--- src/rtl/wp_pkg.sv ---
package wp_pkg;
    typedef enum logic [2:0] {
        SRC_OFF   = 3'd0,
        SRC_DADDR = 3'd1,
        SRC_IADDR = 3'd2,
        SRC_DVAL  = 3'd3,
        SRC_CYC   = 3'd4
    } wp_src_e;

    typedef struct packed {
        logic    ev_on_daddr;
        logic    ev_en;
        logic    tr_val;
        logic    tr_off;
        logic    tr_pc;
        wp_src_e src;
    } wp_func_t;

    localparam int FUNC_W   = 8;
    localparam int SEL_COMP = 0;
    localparam int SEL_MASK = 1;
    localparam int SEL_FUNC = 2;
endpackage

--- src/rtl/wp_cfg_regs.sv ---
module wp_cfg_regs
    import wp_pkg::*;
#(
    parameter int W      = 32,
    parameter int MASK_W = 4
) (
    input  logic              clk,
    input  logic              rst_n,
    input  logic              cfg_we,
    input  logic [1:0]        cfg_sel,
    input  logic [W-1:0]      cfg_wdata,
    output logic [W-1:0]      comp,
    output logic [MASK_W-1:0] mask,
    output wp_func_t          func,
    output logic              func_wr
);
    typedef struct packed {
        logic [W-1:0]      comp;
        logic [MASK_W-1:0] mask;
        wp_func_t          func;
    } cfg_t;

    cfg_t st_d, st_q;

    always_comb begin
        st_d    = st_q;
        func_wr = 1'b0;
        if (cfg_we) begin
            case (int'(cfg_sel))
                SEL_COMP: st_d.comp = cfg_wdata;
                SEL_MASK: st_d.mask = cfg_wdata[MASK_W-1:0];
                SEL_FUNC: begin
                    st_d.func.src         = wp_src_e'(cfg_wdata[2:0]);
                    st_d.func.tr_pc       = cfg_wdata[3];
                    st_d.func.tr_off      = cfg_wdata[4];
                    st_d.func.tr_val      = cfg_wdata[5];
                    st_d.func.ev_en       = cfg_wdata[6];
                    st_d.func.ev_on_daddr = cfg_wdata[7];
                    func_wr               = 1'b1;
                end
                default: ;
            endcase
        end
    end

    always_ff @(posedge clk or negedge rst_n) begin
        if (!rst_n) begin
            st_q <= '0;
        end else begin
            st_q <= st_d;
        end
    end

    assign comp = st_q.comp;
    assign mask = st_q.mask;
    assign func = st_q.func;
endmodule

--- src/rtl/wp_match.sv ---
module wp_match
    import wp_pkg::*;
#(
    parameter int W         = 32,
    parameter int MASK_W    = 4,
    parameter int CMP_INDEX = 0
) (
    input  wp_src_e           src,
    input  logic [W-1:0]      comp,
    input  logic [MASK_W-1:0] mask,
    input  logic              acc_valid,
    input  logic [W-1:0]      acc_pc,
    input  logic [W-1:0]      acc_daddr,
    input  logic [W-1:0]      acc_dval,
    input  logic [W-1:0]      cyc_count,
    output logic              hit
);
    logic         cyc_ok;
    logic [W-1:0] operand;
    logic [W-1:0] keep;
    logic         qual;

    generate
        if (CMP_INDEX == 0) begin : g_cyc_on
            assign cyc_ok = 1'b1;
        end else begin : g_cyc_off
            assign cyc_ok = 1'b0;
        end
    endgenerate

    always_comb begin
        operand = '0;
        keep    = '1;
        qual    = 1'b0;
        unique case (src)
            SRC_DADDR: begin
                operand = acc_daddr;
                keep    = {W{1'b1}} << mask;
                qual    = acc_valid;
            end
            SRC_IADDR: begin
                operand = acc_pc;
                keep    = {W{1'b1}} << mask;
                qual    = acc_valid;
            end
            SRC_DVAL: begin
                operand = acc_dval;
                qual    = acc_valid;
            end
            SRC_CYC: begin
                operand = cyc_count;
                qual    = cyc_ok;
            end
            default: ;
        endcase
        hit = qual && (((operand ^ comp) & keep) == '0);
    end

    always_comb begin

        if (CMP_INDEX != 0 && src == SRC_CYC) begin
            cyc_index_chk: assert (!hit);
        end
    end
endmodule

--- src/rtl/wp_trace_buf.sv ---
module wp_trace_buf #(
    parameter int W = 32
) (
    input  logic         clk,
    input  logic         rst_n,
    input  logic         load,
    input  logic [W-1:0] in_pc,
    input  logic [15:0]  in_off,
    input  logic [W-1:0] in_val,
    input  logic [2:0]   in_fields,
    input  logic         clr_ovf,
    input  logic         ready,
    output logic         valid,
    output logic [W-1:0] out_pc,
    output logic [15:0]  out_off,
    output logic [W-1:0] out_val,
    output logic [2:0]   out_fields,
    output logic         ovf
);
    typedef struct packed {
        logic         valid;
        logic [W-1:0] pc;
        logic [15:0]  off;
        logic [W-1:0] val;
        logic [2:0]   fields;
        logic         ovf;
    } tb_t;

    tb_t st_d, st_q;
    logic blocked;

    always_comb begin
        st_d    = st_q;
        blocked = st_q.valid && !ready;
        if (!blocked) begin
            st_d.valid = load;
            if (load) begin
                st_d.pc     = in_pc;
                st_d.off    = in_off;
                st_d.val    = in_val;
                st_d.fields = in_fields;
            end
        end
        if (clr_ovf) begin
            st_d.ovf = 1'b0;
        end else if (blocked && load) begin
            st_d.ovf = 1'b1;
        end
    end

    always_ff @(posedge clk or negedge rst_n) begin
        if (!rst_n) begin
            st_q <= '0;
        end else begin
            st_q <= st_d;
        end
    end

    assign valid      = st_q.valid;
    assign out_pc     = st_q.pc;
    assign out_off    = st_q.off;
    assign out_val    = st_q.val;
    assign out_fields = st_q.fields;
    assign ovf        = st_q.ovf;


    hold_chk: assert property (@(posedge clk) disable iff (!rst_n)
        (valid && !ready) |=> (valid && $stable(out_pc) && $stable(out_off)
                               && $stable(out_val) && $stable(out_fields)));


    ovf_cause_chk: assert property (@(posedge clk) disable iff (!rst_n)
        $rose(ovf) |-> $past(valid && !ready));
endmodule

--- src/rtl/wp_comparator.sv ---
module wp_comparator
    import wp_pkg::*;
#(
    parameter int W         = 32,
    parameter int MASK_W    = 4,
    parameter int CMP_INDEX = 0
) (
    input  logic         clk,
    input  logic         rst_n,
    input  logic         cfg_we,
    input  logic [1:0]   cfg_sel,
    input  logic [W-1:0] cfg_wdata,
    input  logic         acc_valid,
    input  logic [W-1:0] acc_pc,
    input  logic [W-1:0] acc_daddr,
    input  logic [W-1:0] acc_dval,
    input  logic [W-1:0] cyc_count,
    output logic         cmp_match,
    output logic         dbg_event,
    output logic [W-1:0] dbg_event_addr,
    output logic         tr_valid,
    input  logic         tr_ready,
    output logic [W-1:0] tr_pc,
    output logic [15:0]  tr_daddr_lo,
    output logic [W-1:0] tr_dval,
    output logic [2:0]   tr_fields,
    output logic         tr_overflow
);
    localparam int OFF_W = 16;

    logic [W-1:0]      comp;
    logic [MASK_W-1:0] mask;
    wp_func_t          func;
    logic              func_wr;
    logic              hit;

    wp_cfg_regs #(.W(W), .MASK_W(MASK_W)) i_cfg (
        .clk       (clk),
        .rst_n     (rst_n),
        .cfg_we    (cfg_we),
        .cfg_sel   (cfg_sel),
        .cfg_wdata (cfg_wdata),
        .comp      (comp),
        .mask      (mask),
        .func      (func),
        .func_wr   (func_wr)
    );

    wp_match #(.W(W), .MASK_W(MASK_W), .CMP_INDEX(CMP_INDEX)) i_match (
        .src       (func.src),
        .comp      (comp),
        .mask      (mask),
        .acc_valid (acc_valid),
        .acc_pc    (acc_pc),
        .acc_daddr (acc_daddr),
        .acc_dval  (acc_dval),
        .cyc_count (cyc_count),
        .hit       (hit)
    );

    typedef struct packed {
        logic         match;
        logic         ev;
        logic [W-1:0] ev_addr;
    } out_t;

    out_t st_d, st_q;
    logic            tr_load;
    logic [W-1:0]    rec_pc;
    logic [OFF_W-1:0] rec_off;
    logic [W-1:0]    rec_val;
    logic [2:0]      rec_fields;

    always_comb begin
        st_d       = st_q;
        st_d.match = hit;
        st_d.ev    = hit && func.ev_en;
        if (hit && func.ev_en) begin
            st_d.ev_addr = func.ev_on_daddr ? acc_daddr : acc_pc;
        end
        rec_fields = {func.tr_val, func.tr_off, func.tr_pc};
        rec_pc     = func.tr_pc  ? acc_pc : '0;
        rec_off    = func.tr_off ? acc_daddr[OFF_W-1:0] : '0;
        rec_val    = func.tr_val ? acc_dval : '0;
        tr_load    = hit && (rec_fields != 3'b000);
    end

    always_ff @(posedge clk or negedge rst_n) begin
        if (!rst_n) begin
            st_q <= '0;
        end else begin
            st_q <= st_d;
        end
    end

    wp_trace_buf #(.W(W)) i_trace (
        .clk        (clk),
        .rst_n      (rst_n),
        .load       (tr_load),
        .in_pc      (rec_pc),
        .in_off     (rec_off),
        .in_val     (rec_val),
        .in_fields  (rec_fields),
        .clr_ovf    (func_wr),
        .ready      (tr_ready),
        .valid      (tr_valid),
        .out_pc     (tr_pc),
        .out_off    (tr_daddr_lo),
        .out_val    (tr_dval),
        .out_fields (tr_fields),
        .ovf        (tr_overflow)
    );

    assign cmp_match      = st_q.match;
    assign dbg_event      = st_q.ev;
    assign dbg_event_addr = st_q.ev_addr;


    off_quiet_chk: assert property (@(posedge clk) disable iff (!rst_n)
        cmp_match |-> ($past(func.src) != SRC_OFF));


    event_needs_match_chk: assert property (@(posedge clk) disable iff (!rst_n)
        dbg_event |-> cmp_match);


    strobe_chk: assert property (@(posedge clk) disable iff (!rst_n)
        (cmp_match && ($past(func.src) != SRC_CYC)) |-> $past(acc_valid));


    record_after_match_chk: assert property (@(posedge clk) disable iff (!rst_n)
        $rose(tr_valid) |-> cmp_match);
endmodule

--- config.mk ---
export PLATFORM = sky130hd
export DESIGN_NAME = wp_comparator
export DESIGN_NICKNAME = d
export VERILOG_FILES = /design/src/rtl/wp_pkg.sv /design/src/rtl/wp_cfg_regs.sv /design/src/rtl/wp_match.sv /design/src/rtl/wp_trace_buf.sv /design/src/rtl/wp_comparator.sv
export SDC_FILE = /design/constraint.sdc
export NUM_CORES = 1
export LEC_CHECK = 0
export BUFFER_PORTS_ARGS = -buffer_cell sky130_fd_sc_hd__buf_2
export CAP_MARGIN = 0
export CORE_MARGIN = 4
export CORE_UTILIZATION = 47
export DETAILED_ROUTE_END_ITERATION = 7
export PLACE_DENSITY_LB_ADDON = 0.15
export SYNTH_ARGS = -nofsm -noshare
export SYNTH_HDL_FRONTEND = slang
export SYNTH_SLANG_ARGS = --single-unit
--- constraint.sdc ---
create_clock -name clk -period 2.7 [get_ports clk]
set_input_delay 0.405 -clock clk [delete_from_list [all_inputs] [get_ports clk]]
set_output_delay 0.405 -clock clk [all_outputs]
set_load 0.02 [all_outputs]
# ---- After elaboration in Yosys (flattened, before gate mapping)
# Index checks and enable logic that the tools add are counted.
# W data, S select, Z words.
dict set report totals {
  output_inout_bits 119
  register_bits 163
  elab_cells 54
  inputBits 167
}
dict set report classes {
  eq_ne 6
  reduce_logical 16
  bitwise_logic 3
  shift 1
  n_mux 11
}
# operator n
set op_table {}
lappend op_table {{$mux W32} 4}
lappend op_table {{$pmux W32 S4} 1}
lappend op_table {{$and A32 B32 Y32} 1}
lappend op_table {{$logic_not A32 Y1} 1}
lappend op_table {{$shl A32 B4 Y32 const A} 1}
lappend op_table {{$xor A32 B32 Y32} 1}
lappend op_table {{$mux W16} 1}
lappend op_table {{$reduce_and A2 Y1} 4}
lappend op_table {{$eq A3 B2 Y1 const B} 2}
lappend op_table {{$logic_and A1 B1 Y1} 5}
lappend op_table {{$mux W1} 4}
lappend op_table {{$eq A3 B1 Y1 const B} 1}
lappend op_table {{$eq A3 B3 Y1 const B} 1}
lappend op_table {{$reduce_bool A3 Y1} 1}
lappend op_table {{$reduce_or A3 Y1} 1}
lappend op_table {{$eq A2 B1 Y1 const B} 1}
lappend op_table {{$eq A2 B2 Y1 const B} 1}
lappend op_table {{$logic_not A2 Y1} 1}
lappend op_table {{$pmux W1 S2} 1}
lappend op_table {{$reduce_bool A2 Y1} 1}
lappend op_table {{$reduce_or A2 Y1} 1}
lappend op_table {{$logic_not A1 Y1} 1}
lappend op_table {{$not A1 Y1} 1}

# ---- Logic depth before layout (Yosys ltp)
# Gate-level depths: netlist (run 1).
dict set report depth {
  word_depth 10
  ltp_mapped 13
  ltp_nobuf 8
}

# ---- Hierarchy
# A second synthesis (run 1) with hierarchy kept.
dict set report unflattened {
  hier_cells 720
  hier_area_um2 9136.3
}
# mod instances cells_per_inst area_per_inst_um2 seq_area_each_um2
set modules_own_cells {}
lappend modules_own_cells {wp_trace_buf 1 183 3534.6 2127.0}
lappend modules_own_cells {wp_comparator 1 235 2264.7 850.8}
lappend modules_own_cells {wp_cfg_regs 1 95 1671.6 1101.1}
lappend modules_own_cells {wp_match 1 207 1665.3 0.0}

# ---- Worst setup path before layout (run 1)
# OpenSTA, ideal clock, no wires.
dict set report synth_path {
  path_kind {register to register}
  from {register i_cfg.st_q (netlist bit i_cfg.func[1])}
  to {register st_q (netlist bit dbg_event_addr[10])}
  setup_time_ns 0.128
  path_buffers 3
  path_stages_with_launch 12
  setup_slack_ns -0.211
  arrival_ns 2.784
  synth_period_minus_slack_ns 2.911
  t_required_ns 2.572
  cell_sequence {dfrtp_1 buf_4 buf_2 or2_2 o221ai_1 xnor2_1 nand4_1 a2111o_1 nor4_4 nand4_2 buf_2 mux2_1}
}
dict set report synth_via {
  elab_chain_len 7
  word_cells_on_any_way 14
  cone_classes {eq/ne (4); mux (3); bitwise (2); reduce/logical (5)}
}
# element line_no
set synth_rtl {}
lappend synth_rtl {{start, declared} wp_cfg_regs.sv:23} ;# cfg_t st_d, st_q;
lappend synth_rtl {{start signal, assigned} wp_cfg_regs.sv:50} ;# st_q <= st_d;
lappend synth_rtl {{$eq A3 B3 Y1 (tied with other cells)} wp_match.sv:35} ;# unique case (src)
lappend synth_rtl {{$pmux W32 S4 / $reduce_or A2 Y1 (equally long branches)} --}
lappend synth_rtl {{$xor A32 B32 Y32 / $mux W32 (equally long branches)} --}
lappend synth_rtl {{$and A32 B32 Y32} wp_match.sv:56} ;# hit = qual && (((operand ^ comp) & keep) == '0);
lappend synth_rtl {{$logic_not A32 Y1} wp_match.sv:56}
lappend synth_rtl {{$logic_and A1 B1 Y1 *} wp_match.sv:56}
lappend synth_rtl {{$logic_and A1 B1 Y1 *} wp_comparator.sv:78} ;# if (hit && func.ev_en) begin
lappend synth_rtl {{end signal, assigned} wp_comparator.sv:92} ;# st_q <= st_d;
lappend synth_rtl {{end, declared} wp_comparator.sv:67} ;# out_t st_d, st_q;
# Every way passes the cells marked *; elsewhere a longest branch is shown, timed or not.
# A chain may end at the register's enable or synchronous reset.

# ---- Worst setup path after layout (run 1)
dict set report layout_path {
  from {register i_cfg.st_q (netlist bit i_cfg.func[0])}
  to {register i_trace.st_q (netlist bit i_trace.out_fields[0])}
}
dict set report layout_via {
  elab_chain_len 8
  word_cells_on_any_way 15
  cone_classes {eq/ne (4); mux (3); bitwise (2); reduce/logical (6)}
}
# element line_no
set layout_rtl {}
lappend layout_rtl {{$eq A3 B3 Y1 (tied with other cells)} wp_match.sv:35}
lappend layout_rtl {{$pmux W32 S4 / $reduce_or A2 Y1 (equally long branches)} --}
lappend layout_rtl {{$xor A32 B32 Y32 / $mux W32 (equally long branches)} --}
lappend layout_rtl {{$and A32 B32 Y32} wp_match.sv:56}
lappend layout_rtl {{$logic_not A32 Y1} wp_match.sv:56}
lappend layout_rtl {{$logic_and A1 B1 Y1 *} wp_match.sv:56}
lappend layout_rtl {{$logic_and A1 B1 Y1 *} wp_comparator.sv:85} ;# tr_load = hit && (rec_fields != 3'b000);
lappend layout_rtl {{$reduce_and A2 Y1 (no line) *} --}
lappend layout_rtl {{end signal, assigned} wp_trace_buf.sv:55} ;# st_q <= st_d;
lappend layout_rtl {{end, declared} wp_trace_buf.sv:29} ;# tb_t st_d, st_q;
# Marks and branches as above.

==> summary.md, run 1 <==
| Metric | Value |
|---|---|
| Yosys warns | `0` |
| Power share of the sequential group | `37.1%` |
| Fill cells | `1438` |
| Number of global-route vias before repair | `7978` |
| Worst VDD drop | `0.000516 V` |
| Net Sw Power | `2.18 mW` |
| Final net count | `1355` |
| Bufs on Longest Clock Path | `2` |
| DRC viols | `0` |
| Row count | `49` |
| HP Class | `in -> reg` |
| Die X | `145 µm` |
| Setup tns final | `-43.89 ns` |
| Sequential element share of the synthesized area | `46.2%` |
| Final WL | `29800 µm` |
| Detail Route Antenna Nets | `0` |
| Fmax achieved | `315 MHz` |
| Clk sinks | `163` |
| Crit path max fanout | `5` |
| Fin crit share | `118%` |
| Grt ovf | `0` |
| Area growth from synthesis to layout | `39.3%` |
| Initial Util | `48.5%` |
| CTS tree | `built` |
| Core Box Area | `18200 µm²` |
| Number of synthesized flops with an enable pin | `0` |
| Skew final | `0.0102 ns` |
| Post-Syn Nets | `1001` |
| Relative max-transition margin | `62.2%` |
| Unique masters post-synth | `58` |
| Switching part of the total power | `29.6%` |
| Worst setup margin | `-0.477 ns` |
| Vias | `7651` |
| Final hold vios | `0` |
| Most used DFF post-synth | `dfrtp_1` |
| Avg Cell Area, Syn | `10.6 µm²` |
| Req. time, crit path | `3.02 ns` |
| Initial antenna violation count | `2` |
| WL/cell | `20.8 µm` |
| Startpoint types | `register` |
| MaxCap Viol Count | `0` |
| PD cells | `597 nW/µm²` |
| Most frequent cells in the layout | `buf_2, dfrtp_1, nand2_1, inv_1, mux2i_1` |
| Tmin final | `3.18 ns` |
| Number of I/O port buffers | `285` |
| First drt pass iteration count | `4` |
| GRT Max-Usage Layer | `met2` |
| RSZ-0062 raised after global routing | `true` |
| Top-area cell type share of the netlist area | `46.2%` |
| Synth top area cells | `dfrtp_1, mux2i_1, mux2_2, nand2_1, mux2_1` |
| Most common cell after layout, fill and taps aside | `buf_2` |
| Grt met2 use | `46.6%` |
| I/O pin cnt | `286` |
| Post-Layout Cell Count | `1431` |
| Cells after DPL | `1381` |
| Worst r2r src | `i_cfg.func[0]` |
| Worst R2R Setup Slack | `-0.48 ns` |
| Setup violators final | `116` |
| H-Tree Depth | `4` |
| Number of max-slew violations in the final report | `0` |
| Worst-path clk slew | `0.07 ns` |
| Die Y | `145 µm` |
| Cell Area, Synth | `8830 µm²` |
| Yosys top cell by area | `dfrtp_1` |
| Hold depth | `3` |
| Hold Path Sink | `i_cfg.func[4]` |
| Met3 Usage GRT | `6.49%` |
| Met1 Usage GRT | `33.7%` |
| Status | `finished with violations` |
| GPL Wtd Cong | `0.911` |
| First-pass GRT wire length | `44700 µm` |
| Tot GR Track Use | `27.1%` |
| Post-synthesis cell count | `834` |
| Die Area | `21000 µm²` |
| Internal power | `5.17 mW` |
| DRT iter0 DRCs | `352` |
| Failing checks | `setup timing` |
| FF-to-FF End | `i_trace.out_fields[0]` |
| Setup CP Type | `reg -> reg` |
| Share of cells above drive strength 1 | `47.3%` |
| Clock Power Share | `37.2%` |
| Root buf cell | `clkbuf_16` |
| Largest net degree at the start of global routing | `54` |
| Flops & latches, synth | `163` |
| Worst-skew pair later-pin latency | `0.43 ns` |
| Cell depth of the worst flop-to-flop path | `13` |
| Crit. End Element | `register` |
| Final HPWL DP | `22000 µm` |
| Hold Path Origin | `cfg_wdata[4]` |
| Gate power share | `25.7%` |
| Least-Margin Pin Slew | `0.567 ns` |
| Vias/cell | `5.35` |
| Pleak | `6.73 nW` |
| Cts bufs inserted | `17` |
| Asr flop ratio synth | `100%` |
| Crit path DAT | `3.49 ns` |
==> metal layers <==
metal  vias up  routed length (µm)  part of all wire (%)
met5         -                  21                 0.070
li1       3583                   -                     -
met4         4                 792                   2.7
met2       291               14800                    50
met1      3717               12200                    41
met3        56                2030                   6.8
==> worst max-delay path, cell delays in order (launching register included) <==
cell and delay [ns]:
dfrtp_2 0.48, buf_12 0.16, buf_4 0.14, mux2_4 0.31, a221oi_2 0.29, buf_4 0.16
xnor2_2 0.07, nand2_1 0.08, a32o_1 0.19, nor4b_4 0.28, nand4_1 0.24, buf_6 0.20
clkbuf_16 0.16, mux2_4 0.29
==> cells by family (layout without fill, tap and decap cells) <==
logic type / count (synthesis) / in the layout / synth area share [%]
XOR/XNOR: 25 / 25 / 2.48
buffers and inverters: 144 / 511 / 7.20
other: 0 / 1 / 0
flip-flops: 163 / 163 / 46.2
AO/OA/AOI/OAI: 112 / 112 / 8.87
AND/OR/NAND/NOR: 189 / 189 / 10.9
multiplexers: 201 / 201 / 24.4
==> flip-flops by register name (all words and copies together), names as in the netlist, 3 cells and up <==
name	flops
i_cfg.comp	32
i_trace.out_pc	32
i_trace.out_val	32
i_cfg.func	8
i_cfg.mask	4
dbg_event_addr	32
i_trace.out_off	16
i_trace.out_fields	3
==> cells in the mapped netlist, types with 9 or more instances <==
library cell / number
mux2_2: 75
nor2_1: 17
mux2i_1: 90
buf_2: 13
o21ai_0: 25
nor4bb_1: 11
mux2_1: 36
nand2_1: 110
buf_6: 9
xnor2_1: 22
clkbuf_1: 28
a21oi_1: 10
dfrtp_1: 163
a22oi_1: 33
nor2b_1: 14
inv_1: 87
==> power groups by stage <==
stage / Sequential, mW / Clock (mW) / Combinational, mW
CTS: 2.71 / 2.77 / 1.75
global placement: 2.75 / 0 / 1.69
detailed placement: 2.76 / 0 / 1.71
global route: 2.74 / 2.87 / 2.02
floorplan: 2.67 / 0 / 1.07
finish: 2.72 / 2.74 / 1.89
==> per-stage QoR <==
| step | area, µm² | setup WS [ns] | hold slack (ns) | utilization (%) | power, mW |
|---|---|---|---|---|---|
| 2_1_floorplan | 8900 | -0.0245 | 0.109 | - | 3.74 |
| 3_3_place_gp | 11100 | -0.382 | 0.404 | 61.1 | 4.45 |
| 3_5_place_dp | 11100 | -0.468 | 0.409 | 61.1 | 4.47 |
| 4_1_cts | 11800 | -0.431 | 0.169 | 65.0 | 7.23 |
| 5_1_grt | 12300 | -0.583 | 0.181 | 67.5 | 7.63 |
| 6_report | 12300 | -0.477 | 0.177 | 67.5 | 7.35 |
==> final cells by class <==
class / instances / area, µm² / area share (%)
clock inverters: 14 / 226 / 1.84
flip-flops and latches: 163 / 4080 / 33.2
diodes: 1 / 2.50 / 0.0203
clock buffers: 18 / 429 / 3.49
repair buffers: 392 / 2510 / 20.4
multi-input cells: 527 / 4430 / 36.0
inverters: 87 / 327 / 2.66
well taps: 229 / 287 / 2.33
==> timing repair <==
item | 4_1_cts | 5_1_grt
gates resized for setup | 11 | 73
gates cloned | 0 | 4
pin swaps | 3 | 18
setup buffers | 0 | 12
endpoints found under the setup margin | 119 | 119
hold endpoints to repair | 50 | 0
hold buffers | 1 | 0
==> worst max path at each step <==
stage                     cells past startpoint  slack [ns]     startpoint               endpoint
after floorplan                              10       -0.02  i_cfg.func[1]     dbg_event_addr[10]
after global placement                       13       -0.38  i_cfg.func[0]      i_trace.out_pc[4]
after detailed placement                     13       -0.47  i_cfg.func[0]     i_trace.out_pc[16]
after CTS                                    12       -0.43  i_cfg.func[1]     i_trace.out_pc[16]
after global routing                         13       -0.58  i_cfg.func[0]  i_trace.out_fields[1]
final                                        13       -0.48  i_cfg.func[0]  i_trace.out_fields[0]
Note: power is estimated with default switching activity, not from simulation.
==> inputs of run 2 (changes only) <==
--- a/config.mk
+++ b/config.mk
@@ -11,6 +11,7 @@
 export CORE_UTILIZATION = 47
 export DETAILED_ROUTE_END_ITERATION = 7
 export PLACE_DENSITY_LB_ADDON = 0.15
+export SKIP_CTS_REPAIR_TIMING = 1
 export SYNTH_ARGS = -nofsm -noshare
 export SYNTH_HDL_FRONTEND = slang
 export SYNTH_SLANG_ARGS = --single-unit
==> run 2 against run 1 <==
  * The flow still finishes with violations (setup timing)
  * Count of clock-buffer cells in the layout is the same
  * Fmax is essentially flat
  * Largest power group unchanged
  * Largest cell class unchanged
  * First-iteration DRC count shrank 4.0%
  * Non-clock buffer count shrank 10
  * Cell area shrank 2.4%
  * Combinational power shrank 5%
  * Final cell count shrank 0.70%
  * Die area is the same
==> summary.md, run 2 (synthesis gave the netlist of run 1 again) <==
| Metric | Value |
|---|---|
| Status | `finished with violations` |
| Failing checks | `setup timing` |
| Worst setup margin | `-0.475 ns (+0.00172 ns)` |
| Grt met2 use | `46.2% (-0.40 points)` |
| Die X | `145 µm (unchanged)` |
| Fmax achieved | `315 MHz (about the same)` |
| Req. time, crit path | `3.01 ns (about the same)` |
| Number of global-route vias before repair | `7949 (-0.36%)` |
| Clk sinks | `163 (unchanged)` |
| Met3 Usage GRT | `6.49% (unchanged)` |
| Internal power | `5.11 mW (-1.2%)` |
| WL/cell | `20.5 µm (-1.7%)` |
| Number of max-slew violations in the final report | `0 (unchanged)` |
| Final WL | `29100 µm (-2.4%)` |
| Final HPWL DP | `22000 µm (unchanged)` |
| Initial antenna violation count | `2 (unchanged)` |
| Final Hold Slack | `0.180 ns (+0.00320 ns)` |
| Area growth from synthesis to layout | `36.0%` |
| Least-Margin Pin Slew | `0.590 ns (+0.0227 ns)` |
| Tot GR Track Use | `27.0% (-0.11 points)` |
| Share of cells above drive strength 1 | `44.2% (-3.0 points)` |
| Row count | `49 (unchanged)` |
| Startpoint types | `register` |
| Final hold vios | `0 (unchanged)` |
| PD cells | `603 nW/µm² (+0.99%)` |
| Worst VDD drop | `0.000499 V (-3.3%)` |
| Cts bufs inserted | `17 (unchanged)` |
| Vias | `7550 (-1.3%)` |
| GPL Wtd Cong | `0.911 (unchanged)` |
| Die Area | `21000 µm² (unchanged)` |
| RSZ-0062 raised after global routing | `true` |
| Setup CP Type | `reg -> reg` |
| Pleak | `6.58 nW (-2.3%)` |
| DRT iter0 DRCs | `338 (-4.0%)` |
| Setup violators final | `116 (unchanged)` |
| First-pass GRT wire length | `44500 µm (-0.42%)` |
| Register Area | `4080 µm² (unchanged)` |
| Tmin final | `3.18 ns (-0.00172 ns)` |
| Met1 Usage GRT | `33.8% (+0.081 points)` |
| Detail Route Antenna Nets | `0 (unchanged)` |
| Post-layout util | `65.9% (-1.6 points)` |
| Setup tns final | `-39.10 ns (+4.78 ns)` |
| Net Sw Power | `2.14 mW (-1.9%)` |
| Gate power share | `24.7% (-1.0 points)` |
| Worst-path clk slew | `0.06 ns (about the same)` |
| HP Class | `in -> reg` |
| Pwr Total | `7.24 mW (-1.4%)` |
| Fin crit share | `118% (about the same)` |
| Final net count | `1345 (-0.74%)` |
| Vias/cell | `5.31 (-0.63%)` |
| Grt ovf | `0 (unchanged)` |
| Clock Power Share | `37.7% (+0.5 points)` |
| Worst-skew pair later-pin latency | `0.43 ns (about the same)` |
| Initial Util | `48.5% (unchanged)` |
| MaxCap Viol Count | `0 (unchanged)` |
| I/O pin cnt | `286 (unchanged)` |
| GRT Max-Usage Layer | `met2` |
| Crit. End Element | `register` |
| Most frequent cells in the layout | `buf_2, dfrtp_1, nand2_1, mux2i_1, inv_1` |
| Largest net degree at the start of global routing | `54 (unchanged)` |
| Crit path DAT | `3.49 ns (about the same)` |
| Place WS | `-0.468 ns (unchanged)` |
| Skew final | `0.0109 ns (+0.000677 ns)` |
| H-Tree Depth | `4 (unchanged)` |
| Crit path max fanout | `10 (+5)` |
| Root buf cell | `clkbuf_16` |
| DRC viols | `0 (unchanged)` |
| Fill cells | `1474 (+2.5%)` |
| First drt pass iteration count | `5 (+1)` |
| Power share of the sequential group | `37.5% (+0.4 points)` |
| Most common cell after layout, fill and taps aside | `buf_2` |
| Relative max-transition margin | `60.7% (-1.5 points)` |
| Number of I/O port buffers | `285 (unchanged)` |
| Multi-input logic area | `4270 µm² (-3.8%)` |
| Bufs on Longest Clock Path | `2 (unchanged)` |
| CTS tree | `built` |
| Die Y | `145 µm (unchanged)` |
| Core Box Area | `18200 µm² (unchanged)` |
| Switching part of the total power | `29.5% (-0.15 points)` |
==> run 2: per-stage QoR <==
step	area, µm²	cells
after global routing	12000	1420
after detailed placement	11100	1381
final	12000	1421
after global placement	11100	1381
after CTS	11800	1413
after floorplan	8900	834
==> run 2: power groups by stage <==
stage / combinational, mW / clock [mW] / sequential (mW)
finish: 1.79 / 2.73 / 2.72
global route: 1.93 / 2.87 / 2.74
CTS: 1.73 / 2.77 / 2.71
detailed placement: 1.71 / 0 / 2.76
global placement: 1.69 / 0 / 2.75
floorplan: 1.07 / 0 / 2.67
==> run 2: worst paths after layout <==
check / cells past startpoint / startpoint / to / slack, ns
max in group asynchronous: 3 / rst_n / i_cfg.comp[13] / 1.41
worst max-delay path: 13 / i_cfg.func[1] / i_trace.out_fields[0] / -0.48
worst max register to register: 13 / i_cfg.func[1] / i_trace.out_fields[0] / -0.48
worst min register to register: 1 / dbg_event_addr[8] / dbg_event_addr[8] / 0.49
worst min-delay path: 3 / cfg_wdata[4] / i_cfg.func[4] / 0.18
min in group asynchronous: 2 / rst_n / i_trace.out_pc[2] / 0.51
==> run 2: cell type report <==
class | instances | area share [%]
Multi-Input combinational cell | 527 | 35.5
Sequential cell | 163 | 34.0
Clock inverter | 14 | 1.89
Timing Repair Buffer | 382 | 19.9
Clock buffer | 18 | 3.57
Inverter | 87 | 2.72
Tap cell | 229 | 2.39
Antenna cell | 1 | 0.0208
==> run 2: metal layers <==
| metal | routed length [µm] | part of all wire [%] | up-vias |
|---|---|---|---|
| met5 | 21 | 0.072 | - |
| met4 | 662 | 2.3 | 4 |
| met2 | 14500 | 50 | 289 |
| met1 | 12000 | 41 | 3657 |
| li1 | - | - | 3555 |
| met3 | 1910 | 6.6 | 45 |
==> run 2: worst max-delay path: stages (launching register included) <==
cell and delay (ns):
dfrtp_2 0.44, and2b_2 0.30, buf_12 0.16, buf_4 0.14, a22o_1 0.23, a22oi_1 0.17
xor2_1 0.23, o2111ai_2 0.20, nor4_4 0.17, buf_4 0.18, nand4_1 0.15, buf_4 0.21
clkbuf_16 0.17, mux2_4 0.30
